<file path="src/rtl/hs_merge2.sv">
module hs_merge2 #(
  parameter int DW = 16
) (
  input  logic          clk,
  input  logic          rst_n,
  input  logic          a_req,
  input  logic [DW-1:0] a_data,
  output logic          a_ack,
  input  logic          b_req,
  input  logic [DW-1:0] b_data,
  output logic          b_ack,
  output logic          o_req,
  output logic [DW-1:0] o_data,
  input  logic          o_ack
);

  logic          busy, sel_b, prio_b, ack_q, oreq_q;
  logic [DW-1:0] word_q;

  wire req_g  = sel_b ? b_req : a_req;
  wire pick_b = b_req && (!a_req || prio_b);

  always_ff @(posedge clk) begin
    if (!rst_n) begin
      busy   <= 1'b0;
      sel_b  <= 1'b0;
      prio_b <= 1'b0;
      ack_q  <= 1'b0;
      oreq_q <= 1'b0;
      word_q <= '0;
    end else if (!busy) begin
      if (a_req || b_req) begin
        busy   <= 1'b1;
        sel_b  <= pick_b;
        prio_b <= !pick_b;
        word_q <= pick_b ? b_data : a_data;
        ack_q  <= 1'b1;
        oreq_q <= 1'b1;
      end
    end else begin
      if (ack_q && !req_g) ack_q <= 1'b0;
      if (oreq_q && o_ack) oreq_q <= 1'b0;
      if (!ack_q && !oreq_q && !o_ack) busy <= 1'b0;
    end
  end

  assign a_ack  = ack_q && !sel_b;
  assign b_ack  = ack_q && sel_b;
  assign o_req  = oreq_q;
  assign o_data = word_q;

  p_ack_excl_r9: assert property (@(posedge clk) disable iff (!rst_n)
    !(a_ack && b_ack));
  p_a_ack_rise_r4: assert property (@(posedge clk) disable iff (!rst_n)
    $rose(a_ack) |-> $past(a_req) && o_req && o_data == $past(a_data));
  p_b_ack_rise_r4: assert property (@(posedge clk) disable iff (!rst_n)
    $rose(b_ack) |-> $past(b_req) && o_req && o_data == $past(b_data));
  p_a_ack_hold_r5: assert property (@(posedge clk) disable iff (!rst_n)
    (a_ack && a_req) |=> a_ack);
  p_a_ack_fall_r5: assert property (@(posedge clk) disable iff (!rst_n)
    $fell(a_ack) |-> !$past(a_req));
  p_b_ack_fall_r5: assert property (@(posedge clk) disable iff (!rst_n)
    $fell(b_ack) |-> !$past(b_req));
  p_out_stable_r6: assert property (@(posedge clk) disable iff (!rst_n)
    (o_req && !o_ack) |=> (o_req && $stable(o_data)));
  p_oreq_fall_r7: assert property (@(posedge clk) disable iff (!rst_n)
    $fell(o_req) |-> $past(o_ack));
  p_no_grant_r7: assert property (@(posedge clk) disable iff (!rst_n)
    ($rose(a_ack) || $rose(b_ack)) |-> !$past(o_ack));

endmodule

</file>
<file path="config.mk">
export PLATFORM = sky130hd
export DESIGN_NAME = hs_merge2
export DESIGN_NICKNAME = d
export VERILOG_FILES = /design/src/rtl/hs_merge2.sv
export SDC_FILE = /design/constraint.sdc
export NUM_CORES = 1
export LEC_CHECK = 0
export BUFFER_PORTS_ARGS = -buffer_cell sky130_fd_sc_hd__clkbuf_2
export CORE_ASPECT_RATIO = 1.2
export CORE_MARGIN = 2
export CORE_UTILIZATION = 46
export CTS_CLUSTER_DIAMETER = 30
export DETAILED_ROUTE_END_ITERATION = 10
export PLACE_DENSITY = 0.85
export SETUP_SLACK_MARGIN = 0.2
export SYNTH_ARGS = -nofsm -noshare
export SYNTH_HDL_FRONTEND = slang
export SYNTH_SLANG_ARGS = --single-unit
export TNS_END_PERCENT = 5
</file>
<file path="constraint.sdc">
create_clock -name clk -period 2.6 [get_ports clk]
set_clock_uncertainty 0.1 [all_clocks]
set_input_delay 0.13 -clock clk [delete_from_list [all_inputs] [get_ports clk]]
set_output_delay 0.13 -clock clk [all_outputs]
set_load 0.01 [all_outputs]
</file>
; After elaboration in Yosys (flattened, before gate mapping)
; Index checks and enable logic that the tools add are counted.
[classes]
eq_ne = 2
muxes = 10
n_bitwise = 1
n_reduce_logical = 20
[ops]
columns = cell, count
row1 = 16-bit two-way mux, 1
row2 = 1-bit two-way mux, 9
row3 = 1-bit logical AND, 7
row4 = 1-bit logical NOT, 7
row5 = 2-bit AND reduction, 3
row6 = "2-bit by 1-bit inequality test with 1-bit output, second input constant", 2
row7 = 1-bit logical OR, 2
row8 = 2-bit nonzero test, 1
row9 = 1-bit NOT, 1
[word_totals]
ff_bits = 21
in_bits = 37
word_cells = 39

; Logic depth before layout (Yosys ltp)
; Gate-level depths: netlist (run 1).
[logic_depth]
depth_word = 5
depth_mapped = 5

; Least setup slack after synthesis (run 1)
; No wires, ideal clock.
[synth_timing]
path_type = reg2reg
startpoint = reg prio_b
endpoint = reg word_q[0] (netlist: o_data[0])
setup_time_ns = 0.122
t_arrival_ns = 0.923
required_time_ns = 2.378
setup_slack_ns = 1.456
path_stages_with_launch = 6
n_path_buf = 2
cell_sequence = dfxtp_1 -> nand2b_2 -> buf_6 -> buf_8 -> a31oi_1 -> a21oi_1
[synth_via]
elab_chain_len = 3
[synth_rtl]
columns = element, line
row1 = "start, declared", 17  ; logic busy, sel_b, prio_b, ack_q, oreq_q;
row2 = "start signal, assigned", 35  ; prio_b <= !pick_b;
row3 = 1-bit logical OR, 21  ; wire pick_b = b_req && (!a_req || prio_b);
row4 = 1-bit logical AND, 21
row5 = 16-bit two-way mux, 36  ; word_q <= pick_b ? b_data : a_data;
row6 = "end signal, assigned", 36
row7 = "end, declared", 18  ; logic [DW-1:0] word_q;
; Every way passes these cells.
; A chain may end at the register's enable or synchronous reset.

; Final worst setup path (run 1)
[layout_timing]
startpoint = reg busy
endpoint = reg prio_b
[layout_via]
elab_chain_len = 2
[layout_rtl]
columns = element, line
row1 = "start, declared", 17
row2 = "start signal, assigned", 25  ; busy <= 1'b0;
row3 = "start signal, assigned", 33  ; busy <= 1'b1;
row4 = "start signal, assigned", 43  ; if (!ack_q && !oreq_q && !o_ack) busy <= 1'b0;
row5 = 1-bit NOT (no line), n/a
row6 = 2-bit AND reduction (no line), n/a
; Every way passes these cells.

==> results.env, run 1 <==
CTS.REPAIR_TIMING.SETUP_BUFFER_COUNT=0
PLACE.PORT_BUFFERS=55
SYNTH_TOP_FLOP_CELL='dfxtp_1'
DETAILED_ROUTE_VIA_COUNT=1155
NUMBER_OF_SETUP_VIOLATIONS_IN_THE_FINAL_REPORT=0
TOTALNEGATIVESETUPSLACK_NS=0
LAYOUT_SETUP_WS_NS=1.26
CRITICAL_PATH.STARTPOINT='busy'
NUMBER_OF_ANTENNA_VIOLATIONS_AT_THE_FIRST_CHECK_IN_GLOBAL_ROUTING=0
FINAL-INSTANCE-COUNT-EXCL-FILL=208
FINAL_UTIL_PCT=67.9
SYNTHDISTINCTLIBCELLS=23
YOSYSWARNINGCOUNT=0
MIN-DELAY-PATH-CLASS='in -> reg'
RUN_STATUS='complete, no violations'
REG2REG_SLACK_NS=1.26
GRT_MAX_DEGREE=22
DETAILEDPLACEMENTHPWL_UM=1870
TIMING.FMAX_GHz=0.746
NUM_ANTENNA_CELLS=0
TIMING.SLEW.HEADROOM_PCT=71.0
ROUTEDWLPERCELL_UM=13.6
TIMING_WORST_SLEW_PIN_VALUE_NS=0.434
DRT_FIRST_ITER_VIOLATIONS=29
ASYNC_FLOP_SHARE_PCT=0
CP_MAX_FO=20
SYN_AREA_MM2=0.00100
UNREPAIRED_SETUP_ENDPOINTS_AFTER_GLOBAL_ROUTING='no'
GRT-BUSIEST-LAYER='met2'
SYNTH_LARGEST_TYPE_AREA_FRACTION_PCT=41.9
NATURE_OF_THE_CRITICAL_PATH_ENDPOINT='register'
CRITICAL_PATH.REG2REG.STARTPOINT='busy'
YS_TOP_CELLS_BY_COUNT='24 x o21ai_0, 21 x dfxtp_1, 16 x a21oi_1, 16 x a31oi_1, 8 x o21ai_1'
WORST_PATH_CLK_SLEW_NS=0.12
STARTING_UTILIZATION_OF_THE_CORE_AREA_PCT=48.4
NETS=216
COUNT_OF_H_TREE_LEVELS_BUILT_DURING_CTS=1
PLACE_AREA_MM2=0.00122
PLACEMENT.SETUP.WORST_SLACK_NS=1.15
GRT_USE_MET2_PCT=41.4
VDD.IR_DROP.WORST_mV=0.433
VIA_PER_INST=5.55
CTS-BUFFERS-INSERTED=3
CP-ENDPOINT='prio_b'
R2R-END='prio_b'
CAP_VIOLATIONS=0
AVGSYNTHCELLAREA_UM2=8.80
FILLERS=186
DRTANTENNAVIOLNETS=0
FIRST_PASS_ITERS=5
PWR_DENSITY_CELL_mW_PER_MM2=528
SYNTH_MOST_COMMON_CELL='o21ai_0'
GR-USAGE-MET3_PCT=2.92
USE_MET1_PCT=27.1
GLOBAL_ROUTE.OVERFLOW_TOTAL=0
PLACEMENT_ROWS=18
CTS.SINK_COUNT=21
FIRST_PASS_GRT_WIRE_LENGTH_UM=4400
PLACEDCELLCOUNT=188
DEPTH_OF_THE_MOST_CRITICAL_REG_TO_REG_PATH=3
GRT_PASS1_VIAS=1093
FINALHOLDVIOLATIONS=0
FINAL_CELL_AREA_MM2=0.00141
YOSYS_REGISTER_BITS=21
SYNTHESIS.NETS=151
DIE_X_UM=46.6
SYNTH_ENABLE_FLOP_CELLS=0
SYNTH_LARGEST_AREA_CELL='dfxtp_1'
DRT-TOTAL-WL_UM=2830
CLOCK_TREE.BUFFER_DEPTH=2
CELLLEAKAGEPOWER_nW=0.650
POST_CTS_SIZING_COUNT=0
PLACE_CONGESTION=0.773
DRIVE_GT1_SHARE_PCT=35.4
YOSYS-TOP-CELLS-AREA='dfxtp_1 42%, o21ai_0 12%, a31oi_1 10%, a21oi_1 8.0%, buf_6 5.6%'
TIMING_WORST_SETUP_PATH_TYPE='reg -> reg'
IO_PINS=56
GRTUSAGETOTAL_PCT=23.2
DESIGN.CORE.AREA_MM2=0.00207
CLOCK-ROOT-BUFFER='clkbuf_4'
CLK_LATENCY_NS=0.30
TIMING_MAX_TRANSITION_VIOLATIONS_FINAL=0
SETUP.WORST_PATH.START_CLASS='register'
SYNTH-SEQ-AREA-SHARE_PCT=41.9
CTS_TREE='yes'
AREA_ENCLOSED_BY_THE_DIE_BOUNDARY_MM2=0.00257
MIN_PERIOD_OVER_PERIOD_PCT=51.6
DIE_HEIGHT_UM=55.2
CRIT_REQUIRED_NS=2.71
CP_DATA_ARRIVAL_TIME_NS=1.45
POSTSYNTHCELLCOUNT=114
DRC=0
AREA_GROWTH_FROM_SYNTHESIS_TO_FINAL_LAYOUT_PCT=40.3
POST-ROUTE-MIN-PERIOD_NS=1.34
==> worst min path at each step <==
stage               startpoint         end  cells past startpoint
finish                   o_ack       o_req                      3
global route             o_ack       o_req                      3
CTS                      o_ack       o_req                      3
detailed placement   a_data[3]   o_data[3]                      3
global placement    a_data[13]  o_data[13]                      3
floorplan                rst_n       sel_b                      1
==> cell families after synthesis <==
family          count (synthesis)  share of synthesized area (%)
compound gates                 72                           42.0
flops                          21                           41.9
buf+inv                        12                           9.85
simple gates                    8                           5.24
mux                             1                          0.998
==> per-layer routing <==
layer  vias up  wire length [µm]
met5         -                 0
met4         0                52
met2        45              1480
met3        10               124
met1       547              1170
li1        553                 -
==> critical path, cell delays in order (launching register included) <==
cell and delay, ns:
dfxtp_1 0.36, o21ba_2 0.50, nand3_2 0.14, o211a_1 0.15
==> placed cells by master, fill, tap and decap left out <==
master	Yosys	final
o21ai_1	8	8
o21ba_2	1	1
and2_1	1	1
inv_1	1	1
a21boi_1	2	2
nand3_2	1	1
nand2_1	3	3
a31oi_1	16	16
and2b_4	1	1
nand2b_2	1	1
a21oi_1	16	16
clkbuf_1	3	1
nor2b_1	1	1
o21bai_4	1	1
dfxtp_1	21	21
o31ai_1	1	1
clkbuf_2	0	55
o21ai_0	24	24
o211a_1	3	3
clkbuf_4	0	3
mux2i_1	1	1
dlygate4sd3_1	0	16
==> state kept, by name (all words and copies together) (netlist names) <==
register  flops
prio_b        1
ack_q         1
sel_b         1
o_req         1
busy          1
o_data       16
==> layout make-up <==
class | instances | area, µm² | share of cell area [%]
Multi-Input combinational cell | 81 | 484 | 34.4
Timing Repair Buffer | 71 | 435 | 30.9
Sequential cell | 21 | 420 | 29.9
Tap cell | 30 | 37.5 | 2.67
Clock buffer | 4 | 26.3 | 1.87
Inverter | 1 | 3.75 | 0.267
==> timing repair <==
item / in CTS / in global routing
setup endpoints to repair: 0 / 0
hold buffers: 16 / 0
endpoints found under the hold margin: 16 / 0
==> power by group <==
group / switching, mW / total (mW) / internal (mW)
Combinational: 0.111 / 0.208 / 0.0979
Sequential: 0.0223 / 0.379 / 0.357
Clock: 0.0963 / 0.156 / 0.0597
==> metrics by stage <==
| step | hold WS [ns] | total power, mW |
|---|---|---|
| 2_1_floorplan | 0.183 | 0.513 |
| 5_1_grt | 0.0281 | 0.780 |
| 3_5_place_dp | 0.282 | 0.573 |
| 4_1_cts | 0.0222 | 0.745 |
| 6_report | 0.0219 | 0.744 |
| 3_3_place_gp | 0.277 | 0.566 |
No activity file was read; power rests on OpenSTA's default activity.
==> run 2: changes to the inputs <==
- ABC_AREA: default -> 1
- PLACE_DENSITY: 0.85 -> 0.81
- clock period: 2.6 -> 1.3 ns (I/O delays scaled with it)
==> run 2 against run 1 <==
  * The flow now finishes with violations (hold timing)
  * Critical endpoint is now o_data[4]
  * Power grew 130%
  * Setup slack lost 1.1 ns
  * Non-clock buffer count is 22 higher
  * Clock-buffer cell count fell by 1
  * Register-to-register slack worse by 1.1 ns
  * Global-route usage is 3.9 points higher
  * Combinational power grew to 3.2 times the previous value
  * Design area is 38% higher
==> results.env, run 2 <==
VIA_PER_INST=5.00
MIN-DELAY-PATH-CLASS='in -> reg'
PWR_DENSITY_CELL_mW_PER_MM2=897
DEPTH_OF_THE_MOST_CRITICAL_REG_TO_REG_PATH=7
TOTALNEGATIVESETUPSLACK_NS=0
CAP_VIOLATIONS=0
CTS.SINK_COUNT=21
TIMING.FMAX_GHz=0.888
CLK_LATENCY_NS=0.30
CP_DATA_ARRIVAL_TIME_NS=1.24
NUM_ANTENNA_CELLS=0
LAYOUT_SETUP_WS_NS=0.174
R2R-END='o_data[4]'
COUNT_OF_H_TREE_LEVELS_BUILT_DURING_CTS=1
CELLLEAKAGEPOWER_nW=1.04
TIMING_MAX_TRANSITION_VIOLATIONS_FINAL=0
VDD.IR_DROP.WORST_mV=0.733
GRT_USE_MET2_PCT=48.1
ROUTEDWLPERCELL_UM=13.9
FIRST_PASS_GRT_WIRE_LENGTH_UM=6220
WORST_PATH_CLK_SLEW_NS=0.12
CP_MAX_FO=7
YOSYS-TOP-CELLS-AREA='dfxtp_1 35%, nand3_1 13%, inv_1 9.7%, nand2_1 9.1%, a21oi_1 7.9%'
TIMING_WORST_SETUP_PATH_TYPE='reg -> reg'
RUN_STATUS='finished with violations'
REG2REG_SLACK_NS=0.17
GR-USAGE-MET3_PCT=3.50
SYNTH_LARGEST_TYPE_AREA_FRACTION_PCT=35.1
FIRST_PASS_ITERS=4
SYNTHDISTINCTLIBCELLS=23
IO_PINS=56
GRT_MAX_DEGREE=21
PLACEMENT.SETUP.WORST_SLACK_NS=0.0118
NETS=302
SYNTH_MOST_COMMON_CELL='nand3_1'
PLACEMENT_ROWS=20
CLOCK_TREE.BUFFER_DEPTH=2
AREA_ENCLOSED_BY_THE_DIE_BOUNDARY_MM2=0.00303
GRT-BUSIEST-LAYER='met2'
STARTING_UTILIZATION_OF_THE_CORE_AREA_PCT=47.8
HOLD-WORST-SLACK_NS=-0.00384
SYNTH_LARGEST_AREA_CELL='dfxtp_1'
YS_TOP_CELLS_BY_COUNT='32 x nand3_1, 31 x inv_1, 29 x nand2_1'
NUMBER_OF_SETUP_VIOLATIONS_IN_THE_FINAL_REPORT=0
HOLD_END='o_data[5]'
SYN_AREA_MM2=0.00120
GRT_PASS1_VIAS=1428
FINALHOLDVIOLATIONS=1
DESIGN.CORE.AREA_MM2=0.00250
SETUP.WORST_PATH.START_CLASS='register'
DIE_HEIGHT_UM=59.9
TIMING.SLEW.HEADROOM_PCT=68.8
SYNTHESIS.NETS=209
AREA_GROWTH_FROM_SYNTHESIS_TO_FINAL_LAYOUT_PCT=62.8
AVGSYNTHCELLAREA_UM2=6.95
USE_MET1_PCT=32.8
DRTANTENNAVIOLNETS=0
POSTSYNTHCELLCOUNT=172
REPORT.POWER.TOTAL_mW=1.75
NUMBER_OF_ANTENNA_VIOLATIONS_AT_THE_FIRST_CHECK_IN_GLOBAL_ROUTING=0
CTS-BUFFERS-INSERTED=3
DRC=0
CRIT_REQUIRED_NS=1.42
PLACE_CONGESTION=0.774
YOSYSWARNINGCOUNT=0
DIE_X_UM=50.6
DRT_FIRST_ITER_VIOLATIONS=56
YOSYS_REGISTER_BITS=21
PLACE.PORT_BUFFERS=55
SYNTH-SEQ-AREA-SHARE_PCT=35.1
CTS_TREE='yes'
FINAL_UTIL_PCT=77.8
WORSTHOLDPATHCELLS=5
HOLD_PATH.STARTPOINT='b_data[5]'
DETAILEDPLACEMENTHPWL_UM=1990
COMMONEST_NON_FILL_NON_TAP_CELLS_IN_THE_LAYOUT='54 x clkbuf_2, 30 x dlygate4sd3_1, 29 x inv_1'
NATURE_OF_THE_CRITICAL_PATH_ENDPOINT='register'
SYNTH_TOP_FLOP_CELL='dfxtp_1'
MOST_COMMON_LIBRARY_CELL_IN_THE_LAYOUT_IGNORING_FILL_AND_TAPS='clkbuf_2'
GRTUSAGETOTAL_PCT=27.0
CRITICAL_PATH.REG2REG.STARTPOINT='prio_b'
DRIVE_GT1_SHARE_PCT=39.0
LARGEST_REG_FLOPS=16
TIMING_WORST_SLEW_PIN_VALUE_NS=0.468
POST-ROUTE-MIN-PERIOD_NS=1.13
CLOCK-ROOT-BUFFER='clkbuf_4'
ASYNC_FLOP_SHARE_PCT=0
MIN_PERIOD_OVER_PERIOD_PCT=86.6
PLACE_AREA_MM2=0.00146
GLOBAL_ROUTE.OVERFLOW_TOTAL=0
FAILED_CHECKS='hold timing'
DETAILED_ROUTE_VIA_COUNT=1486
DRT-TOTAL-WL_UM=4120
SYNTH_ENABLE_FLOP_CELLS=0
FINAL_CELL_AREA_MM2=0.00195
UNREPAIRED_SETUP_ENDPOINTS_AFTER_GLOBAL_ROUTING='yes'
-- run 2: cell types whose count changed after synthesis, sizes merged, moves of 2 or more --
cell    change
nand2      +38
a21oi       +4
nor2        +5
a21boi      -2
o21ai      -29
inv        +32
clkbuf      -2
o211a       -3
nand3      +33
clkinv      +7
a31oi      -16
-- run 2: cell type report --
class,instances,area (µm²)
fillers,170,556
multi-input cells,106,626
clock inverters,1,5.00
well taps,33,41.3
inverters,40,155
repair buffers,93,672
clock buffers,3,22.5
flip-flops and latches,21,425
-- run 2: how the worst max path moves through the flow --
stage	startpoint	endpoint	slack (ns)	cells after the start
5_1_grt	busy	o_data[4]	0.12	5
4_1_cts	busy	o_data[3]	0.19	6
2_1_floorplan	busy	o_data[11]	0.21	6
6_report	prio_b	o_data[4]	0.17	7
3_5_place_dp	a_req	prio_b	0.01	4
3_3_place_gp	a_req	o_data[12]	0.01	5
-- run 2: critical path: stages, from the launching register on --
cell and delay (ns):
dfxtp_2 0.36, inv_4 0.07, nand2_8 0.08, buf_12 0.15, nand3_1 0.08, nand3_1 0.09, nand2_1 0.07, inv_1 0.04
-- run 2: timing repair --
action / CTS / global route
endpoints found under the hold margin: 19 / 0
hold buffers: 30 / 0
gates cloned: 2 / 2
endpoints found under the setup margin: 19 / 21
resized for setup: 5 / 19
setup buffers: 3 / 0
pin swaps: 3 / 5
-- run 2: metrics by stage --
stage / hold slack [ns] / std cells
after floorplan: 0.0879 / 172
after global placement: 0.234 / 256
after detailed placement: 0.246 / 256
after CTS: 0.00442 / 295
after global routing: 0.0439 / 297
final: -0.00384 / 297
-- run 2: kinds of logic (layout without fill, tap and decap cells) --
kind of cell           Yosys count  count (layout)  synth area share [%]
buffers and inverters           48             137                  19.5
AND/OR/NAND/NOR                 80              82                  35.1
AO/OA/AOI/OAI                   23              24                  10.3
flip-flops                      21              21                  35.1
-- run 2: power by group --
| group | internal, mW | switching, mW |
|---|---|---|
| clock | 0.115 | 0.207 |
| combinational | 0.304 | 0.355 |
| sequential | 0.718 | 0.0472 |
| total | 1.14 | 0.610 |
-- run 2: per-layer routing --
metal	wire, µm	vias to the layer above
met5	0	-
met4	56	0
met3	280	6
met2	2180	79
met1	1600	683
li1	-	718
==> run 3: changes to the inputs <==
- PLACE_DENSITY: 0.81 -> 0.82
==> run 3 against run 2 <==
  * The flow still finishes with violations (hold timing)
  * Routed wire length decreased by 0.22%
  * Clock-buffer cell count increased by 1
  * Maximum frequency decreased by 1.4%
  * Setup slack got worse by 0.016 ns
  * Global-route usage decreased by 3.4 points
  * Via count decreased by 0.54%
  * First-iteration DRC count increased by 21%
  * Design area increased by 4.1%
  * Non-clock buffer count increased by 4
  * Critical path type unchanged
  * Largest cell class unchanged
  * Largest power group unchanged
==> results.env, run 3 (synthesis gave the netlist of run 2 again) <==
CAP_VIOLATIONS=0
TIMING_WORST_SETUP_PATH_TYPE='reg -> reg'
AREA_ENCLOSED_BY_THE_DIE_BOUNDARY_MM2=0.00303
SW_FRAC_OF_TOTAL_PCT=34.3
PWR_DENSITY_CELL_mW_PER_MM2=887
GRTUSAGETOTAL_PCT=23.7
AREA_GROWTH_FROM_SYNTHESIS_TO_FINAL_LAYOUT_PCT=69.5
COMBINATIONALPOWERSHARE_PCT=39.7
REPORT.POWER.TOTAL_mW=1.80
GLOBAL_ROUTE.OVERFLOW_TOTAL=0
PLACE_CONGESTION=0.772
DRTANTENNAVIOLNETS=0
FINAL-INSTANCE-COUNT-EXCL-FILL=299
FIRST_PASS_ITERS=4
FAILED_CHECKS='hold timing'
LARGEST_REG_FLOPS=16
NUMBER_OF_SETUP_VIOLATIONS_IN_THE_FINAL_REPORT=0
CRITICAL_PATH.N_BUFFERS_INVERTERS=2
NUM_ANTENNA_CELLS=0
TOTALNEGATIVESETUPSLACK_NS=0
MOST_COMMON_LIBRARY_CELL_IN_THE_LAYOUT_IGNORING_FILL_AND_TAPS='clkbuf_2'
CLK_LATENCY_NS=0.30
HOLD-WORST-SLACK_NS=-0.0111
VIA_PER_INST=4.94
RUN_STATUS='finished with violations'
ROUTEDWLPERCELL_UM=13.7
POWER_SWITCHING_mW=0.616
CLOCK-ROOT-BUFFER='clkbuf_4'
TIMING_MAX_TRANSITION_VIOLATIONS_FINAL=0
DESIGN.CORE.AREA_MM2=0.00250
DRT_FIRST_ITER_VIOLATIONS=68
CRITPATHSLOWESTCELL='dfxtp_2'
TIMING.CRITICAL_PATH.SLOWEST_CELL_DELAY_NS=0.35
INTERNAL-POWER_mW=1.18
CRIT_REQUIRED_NS=1.41
PLACEDCELLCOUNT=258
MIN-DELAY-PATH-CLASS='in -> reg'
TIMING.SLEW.HEADROOM_PCT=80.7
PLACE.PORT_BUFFERS=55
IO_PINS=56
NUMBER_OF_ANTENNA_VIOLATIONS_AT_THE_FIRST_CHECK_IN_GLOBAL_ROUTING=0
POST-ROUTE-MIN-PERIOD_NS=1.14
CTS_TREE='yes'
CLOCK_POWER_SHARE_PCT=18.0
COMMONEST_NON_FILL_NON_TAP_CELLS_IN_THE_LAYOUT='55 x clkbuf_2, 29 x inv_1, 28 x nand2_1'
PLACEMENT_ROWS=20
FILLERS=156
CTS-BUFFERS-INSERTED=3
TIMING_WORST_SLEW_PIN_VALUE_NS=0.288
FIRST_PASS_GRT_WIRE_LENGTH_UM=5460
VDD.IR_DROP.WORST_mV=0.804
SEQPWRFRAC_PCT=42.3
NATURE_OF_THE_CRITICAL_PATH_ENDPOINT='register'
CRIT_FAMILY='flip-flops'
CRITICAL_PATH.CELL_CHAIN='buf_6, nor2_8, buf_6, nand2_4, nand2_1, a21oi_1'
MIN_PERIOD_OVER_PERIOD_PCT=87.8
DETAILEDPLACEMENTHPWL_UM=2010
DIE_HEIGHT_UM=59.9
GRT_PASS1_VIAS=1347
DRT-TOTAL-WL_UM=4110
SEQCELLAREA_UM2=425
GRT_MAX_DEGREE=19
CTS.SINK_COUNT=21
CP_DATA_ARRIVAL_TIME_NS=1.25
STARTING_UTILIZATION_OF_THE_CORE_AREA_PCT=47.8
NETS=304
CLOCK_TREE.BUFFER_DEPTH=2
SETUP.WORST_PATH.START_CLASS='register'
TIMING.CRITICAL_PATH.MODE_CELL='buf_6'
UNREPAIRED_SETUP_ENDPOINTS_AFTER_GLOBAL_ROUTING='yes'
FINALHOLDVIOLATIONS=2
WORST_PATH_CLK_SLEW_NS=0.12
MULTI_INPUT_AREA_UM2=648
CELLLEAKAGEPOWER_nW=1.08
DRC=0
DETAILED_ROUTE_VIA_COUNT=1478
DIE_X_UM=50.6
TIMING.FMAX_GHz=0.876
COUNT_OF_H_TREE_LEVELS_BUILT_DURING_CTS=1
DRIVE_GT1_SHARE_PCT=43.2
CP_MAX_FO=6
run 3: cell types whose count changed in the layout (fill, tap and decap cells not counted), sizes merged:
cell         previous run  this run
dlygate4sd3            30        27
nor2                    6         5
clkinv                  8         7
buf                     9        14
clkbuf                 57        60
o21ai                   4         3
run 3: repair_timing:
action / 4_1_cts / 5_1_grt
hold endpoints to repair: 19 / 0
setup endpoints to repair: 20 / 21
hold buffers: 27 / 0
cloned: 0 / 2
pin swaps: 2 / 13
setup buffers: 8 / 0
resized for setup: 3 / 32
run 3: power groups by stage:
stage	Sequential (mW)	Combinational, mW	Clock (mW)
floorplan	0.797	0.299	0
global placement	0.766	0.482	0
detailed placement	0.768	0.490	0
CTS	0.753	0.607	0.324
global route	0.766	0.771	0.359
finish	0.760	0.714	0.324
run 3: per-layer routing:
metal / global-route usage, % / up-vias / routed length [µm]
li1: - / 719 / -
met1: 25.4 / 671 / 1570
met2: 45.5 / 76 / 2160
met3: 3.50 / 12 / 258
met4: 10.4 / 0 / 122
met5: 0 / - / 0
run 3: cell type report:
| cell class | instances | share of cell area [%] |
|---|---|---|
| Multi-Input combinational cell | 104 | 32.0 |
| Inverter | 40 | 7.65 |
| Clock buffer | 4 | 1.30 |
| Timing Repair Buffer | 97 | 36.0 |
| Sequential cell | 21 | 21.0 |
| Tap cell | 33 | 2.04 |
run 3: worst reg2reg max path: stages, from the launching register on:
cell and delay (ns):
dfxtp_2 0.35, buf_6 0.12, nor2_8 0.16, buf_6 0.15, nand2_4 0.06, nand2_1 0.06
a21oi_1 0.04
run 3: worst paths after layout:
check	from	end	slack [ns]	cells after the start
max	busy	sel_b	0.16	6
min	b_data[13]	o_data[13]	-0.01	5
max reg2reg	busy	sel_b	0.16	6
min reg2reg	o_req	o_req	0.37	2
run 3: metrics by stage:
stage / util, % / hold WS [ns] / setup WS, ns / instance area (µm²)
floorplan: - / 0.0879 / 0.209 / 1200
global placement: 59.5 / 0.232 / 0.155 / 1490
detailed placement: 59.5 / 0.239 / 0.121 / 1490
CTS: 74.7 / 0.00132 / 0.197 / 1870
global route: 81.0 / 0.0110 / 0.113 / 2030
finish: 81.0 / -0.0111 / 0.158 / 2030
